**src/rtl/twi_reg_pkg.sv**
```systemverilog
package twi_reg_pkg;
    localparam int BYTE_W = 8;
    localparam int CNT_W  = $clog2(BYTE_W + 1);

    typedef enum logic [3:0] {
        S_IDLE,
        S_DEV,
        S_DEV_ACK,
        S_REG,
        S_REG_ACK,
        S_WDATA,
        S_WDATA_ACK,
        S_RDATA,
        S_RD_ACK
    } twi_state_e;
endpackage

```
**src/rtl/twi_sync_chain.sv**
```systemverilog
module twi_sync_chain #(
    parameter int STAGES = 2
) (
    input  logic clk,
    input  logic rst_n,
    input  logic d,
    output logic q
);
    logic [STAGES-1:0] ff;

    // Lines idle high, so the chain resets to 1.
    always_ff @(posedge clk or negedge rst_n) begin
        if (!rst_n) ff <= '1;
        else        ff <= {ff[STAGES-2:0], d};
    end

    assign q = ff[STAGES-1];
endmodule

```
**src/rtl/twi_line_sync.sv**
```systemverilog
module twi_line_sync #(
    parameter int STAGES = 2
) (
    input  logic clk,
    input  logic rst_n,
    input  logic scl_i,
    input  logic sda_i,
    output logic scl_s,
    output logic sda_s,
    output logic scl_rise,
    output logic scl_fall,
    output logic start_ev,
    output logic stop_ev
);
    localparam int LINES = 2;

    logic [LINES-1:0] raw, syn, prev;

    assign raw = {scl_i, sda_i};

    for (genvar i = 0; i < LINES; i++) begin : g_line
        twi_sync_chain #(.STAGES(STAGES)) u_chain (
            .clk  (clk),
            .rst_n(rst_n),
            .d    (raw[i]),
            .q    (syn[i])
        );
    end

    always_ff @(posedge clk or negedge rst_n) begin
        if (!rst_n) prev <= '1;
        else        prev <= syn;
    end

    assign scl_s    = syn[1];
    assign sda_s    = syn[0];
    assign scl_rise = syn[1] & ~prev[1];
    assign scl_fall = ~syn[1] & prev[1];
    assign start_ev = syn[1] & prev[1] & prev[0] & ~syn[0];
    assign stop_ev  = syn[1] & prev[1] & ~prev[0] & syn[0];
endmodule

```
**src/rtl/twi_reg_slave.sv**
```systemverilog
module twi_reg_slave
    import twi_reg_pkg::*;
#(
    parameter int          SYNC_STAGES = 2,
    parameter logic [3:0]  DEV_ID      = 4'b0101,
    parameter logic [1:0]  SEL_HI      = 2'b00,
    parameter logic [7:0]  STATUS_ADDR = 8'h07
) (
    input  logic              clk,
    input  logic              rst_n,
    input  logic              scl_i,
    input  logic              sda_i,
    output logic              sda_oe,
    output logic [BYTE_W-1:0] reg_addr,
    output logic [BYTE_W-1:0] reg_wdata,
    output logic              reg_wr,
    output logic              reg_rd,
    input  logic [BYTE_W-1:0] reg_rdata,
    input  logic              nv_busy
);
    localparam logic [CNT_W-1:0] FULL = CNT_W'(BYTE_W);
    localparam logic [CNT_W-1:0] LAST = CNT_W'(BYTE_W - 1);

    logic scl_s, sda_s, scl_rise, scl_fall, start_ev, stop_ev;

    twi_line_sync #(.STAGES(SYNC_STAGES)) u_sync (
        .clk     (clk),
        .rst_n   (rst_n),
        .scl_i   (scl_i),
        .sda_i   (sda_i),
        .scl_s   (scl_s),
        .sda_s   (sda_s),
        .scl_rise(scl_rise),
        .scl_fall(scl_fall),
        .start_ev(start_ev),
        .stop_ev (stop_ev)
    );

    twi_state_e        state;
    logic [BYTE_W-1:0] shreg, ptr, wdata_q;
    logic [CNT_W-1:0]  cnt;
    logic              rw_q, ack_q, have_data, mack_q;
    logic              dev_match;

    assign dev_match = (shreg[7:4] == DEV_ID) && (shreg[3:2] == SEL_HI);

    // State register and datapath
    always_ff @(posedge clk or negedge rst_n) begin
        if (!rst_n) begin
            state     <= S_IDLE;
            shreg     <= '0;
            cnt       <= '0;
            ptr       <= '0;
            wdata_q   <= '0;
            rw_q      <= 1'b0;
            ack_q     <= 1'b0;
            have_data <= 1'b0;
            mack_q    <= 1'b0;
            reg_wr    <= 1'b0;
            reg_rd    <= 1'b0;
        end else begin
            reg_wr <= 1'b0;
            reg_rd <= 1'b0;
            if (stop_ev) begin
                reg_wr    <= have_data;
                have_data <= 1'b0;
                ack_q     <= 1'b0;
                state     <= S_IDLE;
            end else if (start_ev && !nv_busy) begin
                have_data <= 1'b0;
                ack_q     <= 1'b0;
                cnt       <= '0;
                state     <= S_DEV;
            end else begin
                unique case (state)
                    S_IDLE: ;
                    S_DEV, S_REG, S_WDATA: begin
                        if (scl_rise && cnt != FULL) begin
                            shreg <= {shreg[BYTE_W-2:0], sda_s};
                            cnt   <= cnt + 1'b1;
                        end else if (scl_fall && cnt == FULL) begin
                            cnt <= '0;
                            if (state == S_DEV) begin
                                if (dev_match && !nv_busy) begin
                                    state <= S_DEV_ACK;
                                    ack_q <= 1'b1;
                                    rw_q  <= shreg[0];
                                end else begin
                                    state <= S_IDLE;
                                end
                            end else if (state == S_REG) begin
                                state <= S_REG_ACK;
                                ack_q <= 1'b1;
                                ptr   <= shreg;
                            end else begin
                                state <= S_WDATA_ACK;
                                ack_q <= !(have_data && ptr == STATUS_ADDR);
                                if (!have_data) wdata_q <= shreg;
                            end
                        end
                    end
                    S_DEV_ACK: begin
                        if (scl_fall) begin
                            ack_q <= 1'b0;
                            cnt   <= '0;
                            if (rw_q) begin
                                state  <= S_RDATA;
                                shreg  <= reg_rdata;
                                reg_rd <= 1'b1;
                            end else begin
                                state <= S_REG;
                            end
                        end
                    end
                    S_REG_ACK: begin
                        if (scl_fall) begin
                            ack_q <= 1'b0;
                            state <= S_WDATA;
                        end
                    end
                    S_WDATA_ACK: begin
                        if (scl_fall) begin
                            ack_q     <= 1'b0;
                            have_data <= 1'b1;
                            state     <= S_WDATA;
                        end
                    end
                    S_RDATA: begin
                        if (scl_fall) begin
                            if (cnt == LAST) begin
                                cnt   <= '0;
                                state <= S_RD_ACK;
                            end else begin
                                shreg <= {shreg[BYTE_W-2:0], 1'b0};
                                cnt   <= cnt + 1'b1;
                            end
                        end
                    end
                    S_RD_ACK: begin
                        if (scl_rise) begin
                            mack_q <= !sda_s;
                        end else if (scl_fall) begin
                            if (mack_q) begin
                                state  <= S_RDATA;
                                shreg  <= reg_rdata;
                                reg_rd <= 1'b1;
                            end else begin
                                state <= S_IDLE;
                            end
                        end
                    end
                endcase
            end
        end
    end

    // Output decode
    always_comb begin
        unique case (state)
            S_DEV_ACK, S_REG_ACK, S_WDATA_ACK: sda_oe = ack_q;
            S_RDATA:                           sda_oe = !shreg[BYTE_W-1];
            default:                           sda_oe = 1'b0;
        endcase
    end

    assign reg_addr  = ptr;
    assign reg_wdata = wdata_q;

    // a write strobe always follows a detected stop
    a_r5_write_after_stop: assert property (@(posedge clk) disable iff (!rst_n)
        reg_wr |-> $past(stop_ev));

    // a stop with no complete data byte leaves no write behind
    a_r7_early_stop_no_write: assert property (@(posedge clk) disable iff (!rst_n)
        (stop_ev && !have_data) |=> !reg_wr);

    // while busy the slave stays idle
    a_r11_busy_stays_idle: assert property (@(posedge clk) disable iff (!rst_n)
        (state == S_IDLE && nv_busy) |=> (state == S_IDLE));

    // the pull-down only moves while SCL is low
    a_r12_oe_moves_scl_low: assert property (@(posedge clk) disable iff (!rst_n)
        (sda_oe != $past(sda_oe)) |-> !scl_s);

    // second data byte to the status register is not acknowledged
    a_r6_status_second_nack: assert property (@(posedge clk) disable iff (!rst_n)
        (state == S_WDATA_ACK && have_data && ptr == STATUS_ADDR) |-> !sda_oe);
endmodule

```
**config.mk**
```make
export PLATFORM = sky130hd
export DESIGN_NAME = twi_reg_slave
export DESIGN_NICKNAME = d
export VERILOG_FILES = /design/src/rtl/twi_reg_pkg.sv /design/src/rtl/twi_sync_chain.sv /design/src/rtl/twi_line_sync.sv /design/src/rtl/twi_reg_slave.sv
export SDC_FILE = /design/constraint.sdc
export NUM_CORES = 1
export LEC_CHECK = 0
export BUFFER_PORTS_ARGS = -buffer_cell sky130_fd_sc_hd__buf_2
export CAP_MARGIN = 20
export CELL_PAD_IN_SITES_DETAIL_PLACEMENT = 1
export CELL_PAD_IN_SITES_GLOBAL_PLACEMENT = 1
export CORE_MARGIN = 3
export CORE_UTILIZATION = 45
export CTS_CLUSTER_DIAMETER = 30
export DETAILED_ROUTE_END_ITERATION = 10
export PLACE_DENSITY = 0.77
export SYNTH_ARGS = -nofsm -noshare
export SYNTH_HDL_FRONTEND = slang
export SYNTH_SLANG_ARGS = --single-unit
```
**constraint.sdc**
```tcl
create_clock -name clk -period 4.2 [get_ports clk]
set_input_delay 0.21 -clock clk [delete_from_list [all_inputs] [get_ports clk]]
set_output_delay 0.21 -clock clk [all_outputs]
set_load 0.1 [all_outputs]
```
* Word level (Yosys, flattened, before mapping)
Index checks and enable logic that the tools add are counted.
Storage, ports and cells: register bits 44, output and inout port bits 19, logic and storage cells 150
Operators by class: $add $sub $neg 1, equality and inequality tests 34, mux-type cells 55, bitwise gates (word level) 17, reductions and logical operators 29
Operators with widths (count):
- 4-bit 2-to-1 mux | 17
- 8-bit 2-to-1 mux | 8
- 4-bit != test, second input constant | 9
- 8-bit case mux with 4 select lines | 1
- 4-bit by 3-bit equality test with 1-bit output, second input constant | 6
- 1-bit 2-to-1 mux | 20
- 4-bit case mux with 5 select lines | 1
- 2-bit != test, second input constant | 8
- 7-bit AND reduction | 2
- 4-bit case mux with 3 select lines | 1
- 4-bit nonzero test | 3
- 11-bit AND reduction | 1
- 1-bit inverter | 10
- 5-bit AND reduction | 2
- 9-bit AND reduction | 1
- 4-bit by 2-bit equality test with 1-bit output, second input constant | 2
- 4-bit equality test, second input constant | 2
- 8-bit by 3-bit equality test with 1-bit output, second input constant | 1
- 4-bit by 1-bit != test with 1-bit output, second input constant | 2
- 8-bit AND reduction | 1
- 1-bit bitwise AND | 7
- 7-bit nonzero test | 1
- 1-bit logical AND | 6
- 3-bit 2-to-1 mux | 2
- 13 further kinds | 22

* Depth between registers and ports, before layout
depth after elaboration 10, depth in mapped cells 8, mapped depth without buffers 7

* By module
A second synthesis with hierarchy kept.
Second synthesis, totals: cells, all modules 211, area, all modules 2371.0 um^2
By module, submodules not included:
- twi_reg_slave | instances 1, cells each 201, area each 2180.8 um^2, seq. area each 950.9 um^2
- twi_sync_chain | instances 2, cells each 2, area each 52.6 um^2, seq. area each 52.6 um^2
- twi_line_sync | instances 1, cells each 6, area each 85.1 um^2, seq. area each 52.6 um^2

* Worst setup path before layout
OpenSTA, ideal clock, no wires.
kind register to output, start point register state[0], end point output port sda_oe, data arrival time 2.281 ns, path slack 1.709 ns, stages on the path, launching flop included 6, path through dfrtp_1 buf_2 nand2_1 o2bb2ai_1 a22oi_1 nor2_1
Between the ends: word-level cells in the longest chain between the ends 3, elaborated cells on any way between the ends 6
Ends and longest elaborated chain:
- start: declaration | line twi_reg_slave.sv:39 | twi_state_e state;
- start signal: assignment | line twi_reg_slave.sv:50 | state <= S_IDLE;
- start signal: assignment | line twi_reg_slave.sv:68 | state <= S_IDLE;
- start signal: assignment | line twi_reg_slave.sv:73 | state <= S_DEV;
- 4-bit by 2-bit equality test with 1-bit output / 4-bit by 3-bit equality test with 1-bit output (equally long branches) | line twi_reg_slave.sv:159 | unique case (state)
- 3-bit OR reduction (no line)
- 1-bit case mux with 2 select lines (*) | line twi_reg_slave.sv:159
- end: declaration | line twi_reg_slave.sv:13 | output logic sda_oe,
Mark *: on every way between the ends. The rest lies on a longest branch, timed or not.

* Worst setup path in the final report
Ends and elaborated chain as after synthesis.

==> parameters.txt <==
Parameter                              Value

Synthesis
  Async set-reset flop share out of synthesis ... 100%
  Area share of and/or/nand/nor cells after synthesis ... 18.6%
  Largest family of logic cells by synthesized area ... simple AND/OR/NAND/NOR gates
  Portion of netlist area occupied by mux cells ... 17.8%
  Compound-Gate Fraction of Synth Area ... 13.6%
  Synth warn ... 0
  Sequential-to-total area share from yosys stat ... 45.6%
  Number of nets produced by synthesis ... 230
  Gate Count Post-Synth ... 215
  Yosys reg bits ... 44
  Xor and xnor area share after synthesis ... 0%
  Top-area cell type share of the netlist area ... 39.1%
  Dominant cell type by area after synthesis ... dfrtp_1
  Largest cells by area after synthesis ... dfrtp_1 (39%), mux2_2 (12%), dfstp_2 (6.5%)
  Commonest register cell after synthesis ... dfrtp_1
  Syn Std Cell Area ... 2430 um^2
  Number of distinct library cells after synthesis ... 58
  Synth Area in Adders ... 1.03%
  Number of enable flip-flop cells after synthesis ... 0
  Average size of a mapped cell ... 11.3 um^2

Clock tree
  Root cell of the clock tree ... clkbuf_8
  TritonCTS clock tree ... built
  Number of gates given a new drive strength after cts ... 0
  Clock latency reported for the late side of the worst-skew pair ... 0.30 ns
  Cts hold-fix bufs ... 2
  Post-CTS Repair Setup Buffers ... 0
  Maximum clock path buffer count ... 2
  Number of CTS-inserted buffers ... 5
  Num Clock Sinks ... 44
  CTS H-tree lvls ... 2
  Clock transition time at the flip-flop clock pins of the worst setup and hold paths ... 0.09 ns

Power and ir drop
  Max IR drop VDD ... 0.404 mV
  Reported net switching power ... 0.798 mW
  Logic pwr share ... 43.9%
  Leak ... 1.29 nW
  Clock power frac ... 18.7%
  Cell Pwr Density ... 677 nW/um^2
  Sw frac ... 42.7%
  Sequential share of power ... 37.4%
  Cell internal power dissipation ... 1.07 mW

Route
  Average wire length per cell after detail routing ... 20.3 um
  Detailed-router iteration count before antenna repair ... 4
  Via Count ... 1884
  Number of violations reported at the end of detailed-routing iteration 0 ... 234
  Number of nets with antenna violations after routing ... 0
  Avg Vias per Cell ... 5.92
  Total Wirelength ... 6.46 mm
  Count of unresolved DRC violations after routing ... 0

Final layout
  Filler cell count in the final layout ... 570
  Area occupied by multi-input gates ... 1240 um^2
  Syn-to-layout area delta ... 13.7%
  Most frequent standard cell in the layout excluding fill and tap cells ... dfrtp_1
  Layout Cells excl Fill ... 318
  Antenna diodes ... 0
  Highest-count cells in the layout ignoring fill and taps ... dfrtp_1 (38), buf_2 (31), mux2_2 (25)
  Ratio of cells with drive above 1 in the final layout ... 36.7%
  Number of nets at the end of the flow ... 262
  Design area ... 2760 um^2
  Sequential Area ... 1110 um^2

STA
  Post-Route Setup TNS ... 0 ns
  Achievable Freq ... 406 MHz
  Relative slew margins ... 32.3%
  Worst Tran Pin Value ... 1.02 ns
  Share of the clock period used by the worst path after layout ... 58.6%
  Final number of setup-violating endpoints ... 0
  RSZ-0062 raised after global routing ... no
  Setup slack after layout ... 1.74 ns
  Clock period minus worst slack ... 2.46 ns
  Setup skew after layout ... 0.00489 ns
  Count of final max-slew check failures ... 0
  Final-report hold violation count ... 0

Outcome
  Status ... complete, no violations

Placement
  Placed cells ... 308
  Dpl cell area ... 2620 um^2
  Weighted congestion reported at the end of routability-driven placement ... 0.899
  Count of input and output buffers ... 31
  Setup slack after placement ... 1.86 ns
  Detailed placement HPWL ... 4.57 mm

Min path
  Min-Delay Path Class ... input pin to asynchronous set/reset pin

Die
  Die outline height ... 79.5 um
  Die width ... 79.5 um
  Starting density of the core ... 47.0%
  Core Box Area ... 5170 um^2
  Number of top-level design ports ... 32
  Full die area ... 6320 um^2
  Num rows ... 26

Global routing
  Vias in the first global route ... 1992
  First-pass GRT wire length ... 11.0 mm
  Antenna violations before repair ... 0
  Global Route Usage Sum ... 22.8%
  Pin count of the biggest net entering global routing ... 45
  Congestion Overflow GR ... 0

Critical path
  Type of the worst setup path ... flip-flop to output port
  CP endpoint kind ... output port
  Largest fanout on the critical path ... 17
  Critical Path Source Type ... flip-flop
  Critical path data required time ... 3.99 ns
  CP Data Arrival Time ... 2.25 ns

Job
  Number of maximum-capacitance violations ... 0
-- registers in the layout, summed over array words and instances (netlist names) --
register,flops
rw_q,1
reg_wdata,8
have_data,1
mack_q,1
reg_addr,8
cnt,4
ack_q,1
reg_wr,1
u_sync.g_line.u_chain.ff,4
shreg,8
u_sync.prev,2
state,4
reg_rd,1
-- per-stage QoR --
step / power [mW] / hold slack (ns) / utilization [%]
after global routing: 2.00 / 0.129 / 53.4
after global placement: 1.49 / 0.314 / 50.7
after CTS: 1.87 / 0.0995 / 53.4
after detailed placement: 1.51 / 0.316 / 50.7
final: 1.87 / 0.0745 / 53.4
after floorplan: 1.31 / -0.0856 / -
-- critical path: stages (launching register included) --
cell	delay, ns
dfrtp_1	0.70
clkinv_1	0.46
o2bb2ai_1	0.24
a22oi_1	0.19
nor2_1	0.05
buf_2	0.31
-- cells in the mapped netlist, types with 2 or more instances --
cell / instances
a32o_1: 2
inv_1: 7
a21oi_1: 8
dfstp_2: 6
nand4_1: 2
nor2_1: 9
a31oi_1: 2
nand2_1: 11
o21ai_1: 4
and2_1: 3
nand2b_1: 5
mux2_4: 8
nor2b_1: 6
nor3_1: 5
buf_6: 2
dfrtp_1: 38
nand3_1: 9
nor4_1: 2
mux2i_1: 3
mux2_2: 25
o21ai_0: 8
buf_2: 4
a22oi_1: 3
nor4b_2: 2
o21a_1: 2
o221ai_1: 2
ha_1: 2
buf_1: 2
and3b_1: 2
o22ai_1: 2
nor3b_1: 2
-- logic make-up after synthesis --
kind of cell    count (synthesis)
simple gates                   71
compound gates                 46
flops                          44
mux                            36
buf+inv                        16
fa+ha+maj                       2
-- power by group through the flow --
stage	registers (mW)	logic (mW)	clock network [mW]
final	0.699	0.822	0.349
after global routing	0.719	0.903	0.377
after CTS	0.694	0.822	0.357
after detailed placement	0.703	0.810	0
after global placement	0.700	0.786	0
after floorplan	0.589	0.722	0
-- final timing paths --
kind / startpoint / to / slack, ns / depth (start not counted)
min in group clk: reg_rdata[1] / shreg[1] / 0.26 / 3
hold reg to reg: u_sync.g_line[0].u_chain.ff[0] / u_sync.g_line[0].u_chain.ff[1] / 0.36 / 0
setup reg to reg: state[3] / shreg[6] / 1.82 / 5
max in group asynchronous: rst_n / cnt[1] / 3.51 / 1
hold / removal: rst_n / reg_wdata[0] / 0.07 / 1
setup / recovery: state[0] / sda_oe / 1.74 / 5
-- routing by layer --
| metal | vias to the layer above | part of all wire, % | global-route usage [%] |
|---|---|---|---|
| met5 | - | 0 | 0 |
| met4 | 0 | 1.4 | 8.42 |
| met3 | 9 | 4.5 | 3.95 |
| met2 | 53 | 49 | 35.5 |
| met1 | 956 | 45 | 31.8 |
| li1 | 866 | - | - |
-- layout make-up --
class,count,area share (%)
multi-input combinational,155,44.9
sequential,44,40.1
timing repair buffer,33,6.34
tap,70,3.17
clock buffer,6,2.99
clock inverter,2,1.40
inverter,8,1.09
Note: power is estimated with default switching activity, not from simulation.
